### src/rtl/pipe_alloc_pkg.sv
package pipe_alloc_pkg;
    localparam int DEF_TYPES    = 2;
    localparam int DEF_PER_TYPE = 4;
    localparam int DEF_RATE_W   = 8;
    localparam int DEF_FRAC_W   = 23;
    localparam int DEF_N_W      = 5;

    typedef enum logic {
        MODE_EXACT = 1'b0,
        MODE_LOOSE = 1'b1
    } opmode_e;

    typedef struct packed {
        logic    valid;
        opmode_e mode;
    } grant_hdr_t;

    function automatic int clamp_bits(input int n, input int lim);
        return (n > lim) ? lim : n;
    endfunction
endpackage

### src/rtl/rank_order.sv
module rank_order #(
    parameter int PER = 4,
    parameter int RW  = 8
) (
    input  logic [PER*RW-1:0]  rates,
    output logic [PER*PER-1:0] order_oh
);
    always_comb begin
        order_oh = '0;
        for (int i = 0; i < PER; i++) begin
            int cnt;
            cnt = 0;
            for (int j = 0; j < PER; j++) begin
                if (j != i) begin
                    if ((rates[j*RW +: RW] < rates[i*RW +: RW]) ||
                        ((rates[j*RW +: RW] == rates[i*RW +: RW]) && (j < i)))
                        cnt++;
                end
            end
            order_oh[cnt*PER + i] = 1'b1;
        end
    end
endmodule

### src/rtl/first_pick.sv
module first_pick #(
    parameter int PER = 4,
    localparam int LW = (PER > 1) ? $clog2(PER) : 1
) (
    input  logic [PER*PER-1:0] order_oh,
    input  logic [PER-1:0]     elig,
    output logic               found,
    output logic [LW-1:0]      pick
);
    always_comb begin
        found = 1'b0;
        pick  = '0;
        for (int r = 0; r < PER; r++) begin
            if (!found) begin
                for (int k = 0; k < PER; k++) begin
                    if (order_oh[r*PER + k] && elig[k]) begin
                        found = 1'b1;
                        pick  = LW'(k);
                    end
                end
            end
        end
    end
endmodule

### src/rtl/busy_track.sv
module busy_track #(
    parameter int NP = 8,
    localparam int IDX_W = (NP > 1) ? $clog2(NP) : 1
) (
    input  logic             clk,
    input  logic             rst,
    input  logic             set_en,
    input  logic [IDX_W-1:0] set_idx,
    input  logic [NP-1:0]    done_i,
    output logic [NP-1:0]    held
);
    logic [NP-1:0] set_vec;

    always_comb begin
        set_vec = '0;
        if (set_en) set_vec[set_idx] = 1'b1;
    end

    always_ff @(posedge clk) begin
        if (rst) held <= '0;
        else     held <= (held & ~done_i) | set_vec;
    end
endmodule

### src/rtl/pipe_alloc.sv
module pipe_alloc
    import pipe_alloc_pkg::*;
#(
    parameter int N_TYPES  = DEF_TYPES,
    parameter int PER_TYPE = DEF_PER_TYPE,
    parameter int RATE_W   = DEF_RATE_W,
    parameter int FRAC_W   = DEF_FRAC_W,
    parameter int N_W      = DEF_N_W,
    localparam int NP      = N_TYPES * PER_TYPE,
    localparam int TYPE_W  = (N_TYPES > 1) ? $clog2(N_TYPES) : 1,
    localparam int LOC_W   = (PER_TYPE > 1) ? $clog2(PER_TYPE) : 1,
    localparam int IDX_W   = (NP > 1) ? $clog2(NP) : 1
) (
    input  logic                 clk,
    input  logic                 rst,
    input  logic                 req_valid,
    input  logic [TYPE_W-1:0]    req_type,
    input  logic                 req_approx,
    input  logic [N_W-1:0]       req_n,
    output logic                 req_ready,
    input  logic [NP-1:0]        busy_i,
    input  logic [NP-1:0]        done_i,
    input  logic [NP*RATE_W-1:0] rate_i,
    input  logic [RATE_W-1:0]    approx_limit,
    output logic                 grant_valid,
    output logic [IDX_W-1:0]     grant_idx,
    output logic                 grant_mode,
    output logic [N_W-1:0]       grant_n
);
    logic [NP*RATE_W-1:0]      rate_q;
    logic [NP-1:0]             held;
    logic [N_TYPES-1:0]        found_v;
    logic [N_TYPES*LOC_W-1:0]  pick_v;
    logic                      sel_found;
    logic [LOC_W-1:0]          sel_loc;
    logic [IDX_W-1:0]          sel_idx;
    grant_hdr_t                hdr_q;

    // captured rates: ranking follows measurements with one edge of lag
    always_ff @(posedge clk) begin
        if (rst) rate_q <= '0;
        else     rate_q <= rate_i;
    end

    for (genvar g = 0; g < N_TYPES; g++) begin : g_type
        logic [PER_TYPE*PER_TYPE-1:0] order_oh;
        logic [PER_TYPE-1:0]          elig;

        rank_order #(.PER(PER_TYPE), .RW(RATE_W)) u_rank (
            .rates    (rate_q[g*PER_TYPE*RATE_W +: PER_TYPE*RATE_W]),
            .order_oh (order_oh)
        );

        for (genvar k = 0; k < PER_TYPE; k++) begin : g_pipe
            localparam int P = g*PER_TYPE + k;
            assign elig[k] = !busy_i[P] && !held[P] &&
                             (!req_approx || (rate_q[P*RATE_W +: RATE_W] < approx_limit));
        end

        first_pick #(.PER(PER_TYPE)) u_pick (
            .order_oh (order_oh),
            .elig     (elig),
            .found    (found_v[g]),
            .pick     (pick_v[g*LOC_W +: LOC_W])
        );
    end

    always_comb begin
        sel_found = 1'b0;
        sel_loc   = '0;
        for (int g = 0; g < N_TYPES; g++) begin
            if (int'(req_type) == g) begin
                sel_found = found_v[g];
                sel_loc   = pick_v[g*LOC_W +: LOC_W];
            end
        end
    end

    assign sel_idx   = IDX_W'(int'(req_type) * PER_TYPE + int'(sel_loc));
    assign req_ready = !rst && req_valid && sel_found;

    busy_track #(.NP(NP)) u_busy (
        .clk     (clk),
        .rst     (rst),
        .set_en  (req_ready),
        .set_idx (sel_idx),
        .done_i  (done_i),
        .held    (held)
    );

    always_ff @(posedge clk) begin
        if (rst) begin
            hdr_q     <= '{valid: 1'b0, mode: MODE_EXACT};
            grant_idx <= '0;
            grant_n   <= '0;
        end else begin
            hdr_q.valid <= req_ready;
            if (req_ready) begin
                grant_idx  <= sel_idx;
                hdr_q.mode <= req_approx ? MODE_LOOSE : MODE_EXACT;
                grant_n    <= req_approx ? N_W'(clamp_bits(int'(req_n), FRAC_W)) : '0;
            end
        end
    end

    assign grant_valid = hdr_q.valid;
    assign grant_mode  = hdr_q.mode;
endmodule

### config.mk
export PLATFORM = sky130hd
export DESIGN_NAME = pipe_alloc
export DESIGN_NICKNAME = d
export VERILOG_FILES = /design/src/rtl/pipe_alloc_pkg.sv /design/src/rtl/rank_order.sv /design/src/rtl/first_pick.sv /design/src/rtl/busy_track.sv /design/src/rtl/pipe_alloc.sv
export SDC_FILE = /design/constraint.sdc
export NUM_CORES = 1
export LEC_CHECK = 0
export BUFFER_PORTS_ARGS = -buffer_cell sky130_fd_sc_hd__buf_2
export CAP_MARGIN = 20
export CORE_MARGIN = 2
export CORE_UTILIZATION = 40
export DETAILED_ROUTE_END_ITERATION = 6
export PLACE_DENSITY_LB_ADDON = 0.25
export SYNTH_ARGS = -nofsm -noshare
export SYNTH_HDL_FRONTEND = slang
export SYNTH_SLANG_ARGS = --single-unit
export TNS_END_PERCENT = 1
### constraint.sdc
create_clock -name clk -period 5 [get_ports clk]
set_input_delay 1.5 -clock clk [delete_from_list [all_inputs] [get_ports clk]]
set_output_delay 1.5 -clock clk [all_outputs]
set_load 0.02 [all_outputs]
==> impl_metrics.py, run 1 <==
metrics = {
    "synth": {
        "yosys.area.top_type": "ha_1",
        "ys_seq_area_frac": 0.216,
        "synthArstFlopShare": 0,
        "syn-cell-area_mm2": 0.00759,
        "synth_common_cells": "ha_1, dfxtp_1, inv_1, nor2b_1, a21oi_1",
        "netlist_instances": 874,
        "syn_area_per_cell_um2": 8.68,
        "synth_area_leaders": "ha_1, dfxtp_1, nor2b_1",
        "synth_edf_count": 0,
        "synth_cell_type_count": 80,
        "synth_top_area_frac": 0.280,
        "dominantRegCellSynth": "dfxtp_1",
        "ys_warn_count": 0,
        "ys_ff_latch": 82,
        "synth_nets": 1142,
        "yosysMostFrequentCell": "ha_1",
    },
    "final_layout": {
        "n_antenna_cell": 0,
        "final_util": 0.546,
        "fillers": 1728,
        "drive_gt1_frac": 0.323,
        "final_nets": 1385,
        "syn2layout_area_growth_pct": 34.2,
    },
    "floorplan": {
        "dieHeight_um": 142,
        "die_width_um": 142,
        "die_area_mm2": 0.0201,
        "ios": 109,
        "core.rowCount": 50,
        "initial_core_util": 0.407,
        "coreArea_mm2": 0.0186,
    },
    "run": {
        "cap_violations": 0,
    },
    "drt": {
        "drc": 0,
        "met2WireLength_um": 9580,
        "route.vias.total": 7195,
        "drt-wirelength-per-cell_um": 16.5,
        "antenna_left": 0,
        "wl_met3_um": 1120,
        "firstDrtPassIters": 5,
        "finalWirelength_um": 22400,
        "vias_per_cell": 5.31,
        "drt_iter0_markers": 400,
        "met1Wirelength_um": 11300,
        "highest_layer": "met4",
    },
    "critical_path": {
        "timing.critical_path.fanout_max": 6,
        "required_ns": 5.21,
        "arrival_ns": 5.71,
        "cp-start-kind": "primary input",
        "r2r_cells": 31,
        "crit_path_end_kind": "flip-flop",
        "critPathKind": "primary input to flip-flop",
    },
    "pwr": {
        "leakagePower_nw": 4.74,
        "peakVddDrop_uv": 176,
        "p_per_area_mw_per_mm2": 274,
    },
    "min_path": {
        "min_path_type": "flip-flop to flip-flop",
        "hold_depth": 1,
    },
    "cts": {
        "cts_sinks": 82,
        "cts_buffer_depth": 2,
        "cts-htree-levels": 3,
        "clockRootBuffer": "clkbuf_16",
        "clkTransAtPathRegs_ns": 0.07,
        "cts_buffers": 9,
        "tritoncts": "built",
        "holdBufCountCts": 0,
        "insertion_delay_ns": 0.36,
    },
    "global_route": {
        "antenna_found_initial": 0,
        "grt_overflow": 0,
        "grt_start_max_net_pins": 74,
        "grt_pass1_vias": 6989,
        "grt_pass1_wl_um": 35500,
        "grtUsageTotal": 0.224,
    },
    "sta": {
        "fin_hold_ws_ns": 0.476,
        "rsz0062_at_grt": "yes",
        "finClkSkew_ns": 0.00581,
        "worstMarginPinSlew_ns": 0.822,
        "finalHoldViolCount": 0,
        "fin_ws_ns": -0.495,
        "slew_headroom": 0.448,
        "max_freq_mhz": 182,
        "drv_slew": 0,
        "period_needed_ns": 5.49,
        "period_share": 1.10,
        "setup_viol": 2,
    },
    "place": {
        "gp_congestion": 0.889,
        "hpwl_um": 17700,
        "port_buffers": 108,
    },
    "outcome": {
        "status": "finished, violations left",
        "violations": "negative setup slack",
    },
}
## cell usage in the layout, fill, tap and decap left out, types with 5 or more instances in the layout
cell / instances
a211o_1: 10
o211ai_1: 11
a211oi_1: 11
nand3_1: 9
nand4_1: 23
nor3_1: 16
clkinvlp_4: 6
buf_2: 104
o21ai_2: 11
nand2b_1: 24
buf_4: 127
nor2_1: 37
a21oi_2: 14
a21oi_1: 45
dfxtp_1: 81
o21ai_1: 11
nor2b_1: 80
ha_4: 13
a21o_1: 18
ha_1: 154
nand2_1: 26
inv_1: 74
o21a_1: 21
inv_2: 5
a211oi_2: 5
buf_6: 13
clkbuf_16: 9
o21ai_0: 35
a31o_1: 7
## worst max-delay path, stage by stage
cell and delay (ns):
buf_6 0.07, clkinvlp_4 0.19, buf_6 0.19, ha_1 0.30, and3_4 0.21, o2111ai_2 0.12, o21a_1 0.27, a221o_1 0.35
nor4_4 0.32, nand2_1 0.16, buf_4 0.17, buf_4 0.13, buf_4 0.13, buf_4 0.12, buf_4 0.12, buf_4 0.13
buf_4 0.12, buf_4 0.12, buf_4 0.13, buf_4 0.12, buf_4 0.13, buf_4 0.12, buf_4 0.12, buf_4 0.12
buf_4 0.12, nand3_2 0.07, a21oi_2 0.05
## layout make-up
cell class              instances  area (µm²)  share of cell area
repair buffers                248        1700               0.167
flip-flops and latches         82        1640               0.161
clock buffers                  10         229              0.0225
multi-input cells             692        5940               0.583
clock inverters                 6        50.0             0.00491
inverters                      84         330              0.0324
well taps                     234         293              0.0288
## flip-flops by register name, indices dropped and copies added (netlist names)
register and flops:
grant_idx 3, grant_mode 1, grant_n 5, grant_valid 1
rate_q 64, u_busy.held 8
## what timing repair did
| item | CTS | global route |
|---|---|---|
| endpoints found under the setup margin | 1 | 2 |
| gates resized for setup | 55 | 31 |
| pin swaps | 17 | 25 |
| buffers inserted | 34 | 9 |
## power by group
part           internal (mW)  total [mW]  switching (mW)
logic                  0.691        1.39           0.698
clock network          0.342       0.646           0.303
registers              0.704       0.758          0.0537
total                   1.74        2.79            1.06
## cell families after synthesis
| group | share of synthesized area |
|---|---|
| AND/OR/NAND/NOR | 0.203 |
| AO/OA/AOI/OAI | 0.239 |
| adder cells (fa/ha/maj) | 0.280 |
| buffers and inverters | 0.0528 |
| flip-flops | 0.216 |
| multiplexers | 0.00824 |
## per-layer routing
layer	up-vias	track usage
met3	30	0.0314
li1	3695	-
met1	3286	0.318
met4	0	0.0616
met5	-	0
met2	184	0.357
## stage by stage
step	cell area, µm²	setup TNS (ns)	setup WS, ns	power, mW	cells
floorplan	7600	0	0.0278	1.52	874
global placement	9100	-0.452	-0.452	1.90	1297
detailed placement	9100	-0.487	-0.487	1.92	1297
CTS	9940	-0.582	-0.342	2.72	1347
global route	10200	-1.17	-0.594	2.98	1356
finish	10200	-0.956	-0.495	2.79	1356
## final timing paths
kind / startpoint / to / slack, ns
max: approx_limit[7] / grant_mode / -0.49
min: grant_n[3] / grant_n[3] / 0.48
max reg2reg: rate_q[13] / grant_mode / -0.36
min reg2reg: grant_n[3] / grant_n[3] / 0.48
Note: power is estimated with default switching activity, not from simulation.
==> run 2: changes to the inputs <==
--- a/config.mk
+++ b/config.mk
@@ -11,6 +11,7 @@
 export CORE_UTILIZATION = 40
 export DETAILED_ROUTE_END_ITERATION = 6
 export PLACE_DENSITY_LB_ADDON = 0.25
+export RECOVER_POWER = 50
 export SYNTH_ARGS = -nofsm -noshare
 export SYNTH_HDL_FRONTEND = slang
 export SYNTH_SLANG_ARGS = --single-unit
==> run 2 against run 1 <==
  * Worst hold slack is the same
  * Critical endpoint unchanged
  * Register-to-register slack is essentially flat
  * Sequential power is essentially flat
  * Final cell count is the same
  * Via count is essentially flat
  * Clock skew is essentially flat
  * Clock power is essentially flat
  * Non-clock buffer count is the same
  * The flow still finishes with violations (negative setup slack)
  * Total power is essentially flat
  * Critical path type unchanged
==> impl_metrics.py, run 2 (same netlist as run 1, synthesis figures left out) <==
metrics = {
    "cts": {
        "clkTransAtPathRegs_ns": 0.07,
        "holdBufCountCts": 0,
        "cts_buffers": 9,
        "cts-htree-levels": 3,
        "cts_sinks": 82,
        "clockRootBuffer": "clkbuf_16",
        "cts_buffer_depth": 2,
        "tritoncts": "built",
        "insertion_delay_ns": 0.36,
    },
    "final_layout": {
        "final_nets": 1385,
        "final_cells": 1356,
        "reg_top3": "rate_q: 64 flops, u_busy.held: 8 flops, grant_n: 5 flops",
        "n_antenna_cell": 0,
        "final_area_mm2": 0.0102,
        "final_cell_mix": "ha_1, buf_4, buf_2",
        "largest_reg_flops": 64,
        "largest-register": "rate_q",
        "syn2layout_area_growth_pct": 34.2,
        "drive_gt1_frac": 0.322,
        "final_common_cell": "ha_1",
    },
    "run": {
        "cap_violations": 0,
    },
    "pwr": {
        "p_per_area_mw_per_mm2": 274,
        "peakVddDrop_uv": 176,
        "leakagePower_nw": 4.74,
    },
    "sta": {
        "setup_viol": 2,
        "drv_slew": 0,
        "worstMarginPinSlew_ns": 0.822,
        "fin_hold_ws_ns": 0.476,
        "max_freq_mhz": 182,
        "period_share": 1.10,
        "fin_ws_ns": -0.494,
        "finClkSkew_ns": 0.00572,
        "rsz0062_at_grt": "yes",
        "slew_headroom": 0.448,
        "period_needed_ns": 5.49,
        "finalHoldViolCount": 0,
    },
    "floorplan": {
        "ios": 109,
        "dieHeight_um": 142,
        "core.rowCount": 50,
        "coreArea_mm2": 0.0186,
        "initial_core_util": 0.407,
        "die_area_mm2": 0.0201,
        "die_width_um": 142,
    },
    "outcome": {
        "violations": "negative setup slack",
        "status": "finished, violations left",
    },
    "place": {
        "port_buffers": 108,
        "dpl_cell_area_mm2": 0.00910,
        "dp.cells": 1297,
        "hpwl_um": 17700,
        "gp_congestion": 0.889,
    },
    "critical_path": {
        "required_ns": 5.21,
        "cp-startpoint": "approx_limit[7]",
        "reg2reg_to": "grant_mode",
        "r2r_cells": 31,
        "crit_path_end_kind": "flip-flop",
        "critPathKind": "primary input to flip-flop",
        "timing.critical_path.fanout_max": 6,
        "r2r_start": "rate_q[13]",
        "cp-start-kind": "primary input",
        "endpoint": "grant_mode",
        "arrival_ns": 5.71,
        "reg2reg_slack_ns": -0.36,
    },
    "drt": {
        "antenna_left": 0,
        "drt_iter0_markers": 400,
        "drt-wirelength-per-cell_um": 16.5,
        "drc": 0,
        "vias_per_cell": 5.31,
        "route.vias.total": 7201,
        "firstDrtPassIters": 5,
        "finalWirelength_um": 22400,
    },
    "global_route": {
        "antenna_found_initial": 0,
        "grt_pass1_vias": 6989,
        "grt_start_max_net_pins": 74,
        "grtUsageTotal": 0.224,
        "grt_overflow": 0,
        "grt_pass1_wl_um": 35500,
    },
    "min_path": {
        "min_path_type": "flip-flop to flip-flop",
    },
}
-- run 2: what timing repair did --
item	CTS	global route
gates resized for setup	55	31
endpoints found under the setup margin	1	2
pin swaps	17	25
endpoints found under the hold margin	0	0
setup buffers	34	9
-- run 2: final cells by class --
type	count	area, µm²
fill	1729	8460
inverter	84	330
tap	234	293
clock buffer	10	229
timing repair buffer	248	1700
clock inverter	6	50.0
sequential	82	1640
multi-input combinational	692	5940
-- run 2: critical path, cell delays in order --
cell and delay [ns]:
buf_6 0.07, clkinvlp_4 0.19, buf_6 0.19, ha_1 0.30
and3_4 0.21, o2111ai_2 0.12, o21a_1 0.27, a221o_1 0.35
nor4_4 0.32, nand2_1 0.16, buf_4 0.17, buf_4 0.13
buf_4 0.13, buf_4 0.12, buf_4 0.12, buf_4 0.13
buf_4 0.12, buf_4 0.12, buf_4 0.13, buf_4 0.12
buf_4 0.13, buf_4 0.12, buf_4 0.12, buf_4 0.12
buf_4 0.12, nand3_2 0.07, a21oi_2 0.05
-- run 2: metal layers --
metal  wire [µm]  GRT usage  vias up
met3        1130     0.0314       30
met1       11300      0.318     3288
li1            -          -     3697
met2        9570      0.357      186
met4         370     0.0616        0
met5           0          0        -
-- run 2: how the worst min path moves through the flow --
stage              startpoint              to  cells past startpoint
2_1_floorplan  u_busy.held[2]  u_busy.held[2]                      2
3_3_place_gp       grant_n[1]      grant_n[1]                      1
3_5_place_dp       grant_n[3]      grant_n[3]                      1
4_1_cts            grant_n[3]      grant_n[3]                      1
5_1_grt            grant_n[0]      grant_n[0]                      1
6_report           grant_n[3]      grant_n[3]                      1
-- run 2: power by group --
group | internal [mW] | switching (mW) | total (mW)
Combinational | 0.691 | 0.698 | 1.39
Clock | 0.342 | 0.303 | 0.646
Sequential | 0.704 | 0.0537 | 0.757
Total | 1.74 | 1.06 | 2.79
-- run 2: stage by stage --
step                TNS (ns)  worst slack [ns]  total power, mW   util
global placement      -0.452            -0.452             1.90  0.488
floorplan                  0            0.0278             1.52      -
finish                -0.956            -0.494             2.79  0.546
global route           -1.17            -0.594             2.98  0.546
CTS                   -0.582            -0.342             2.72  0.533
detailed placement    -0.487            -0.487             1.92  0.488
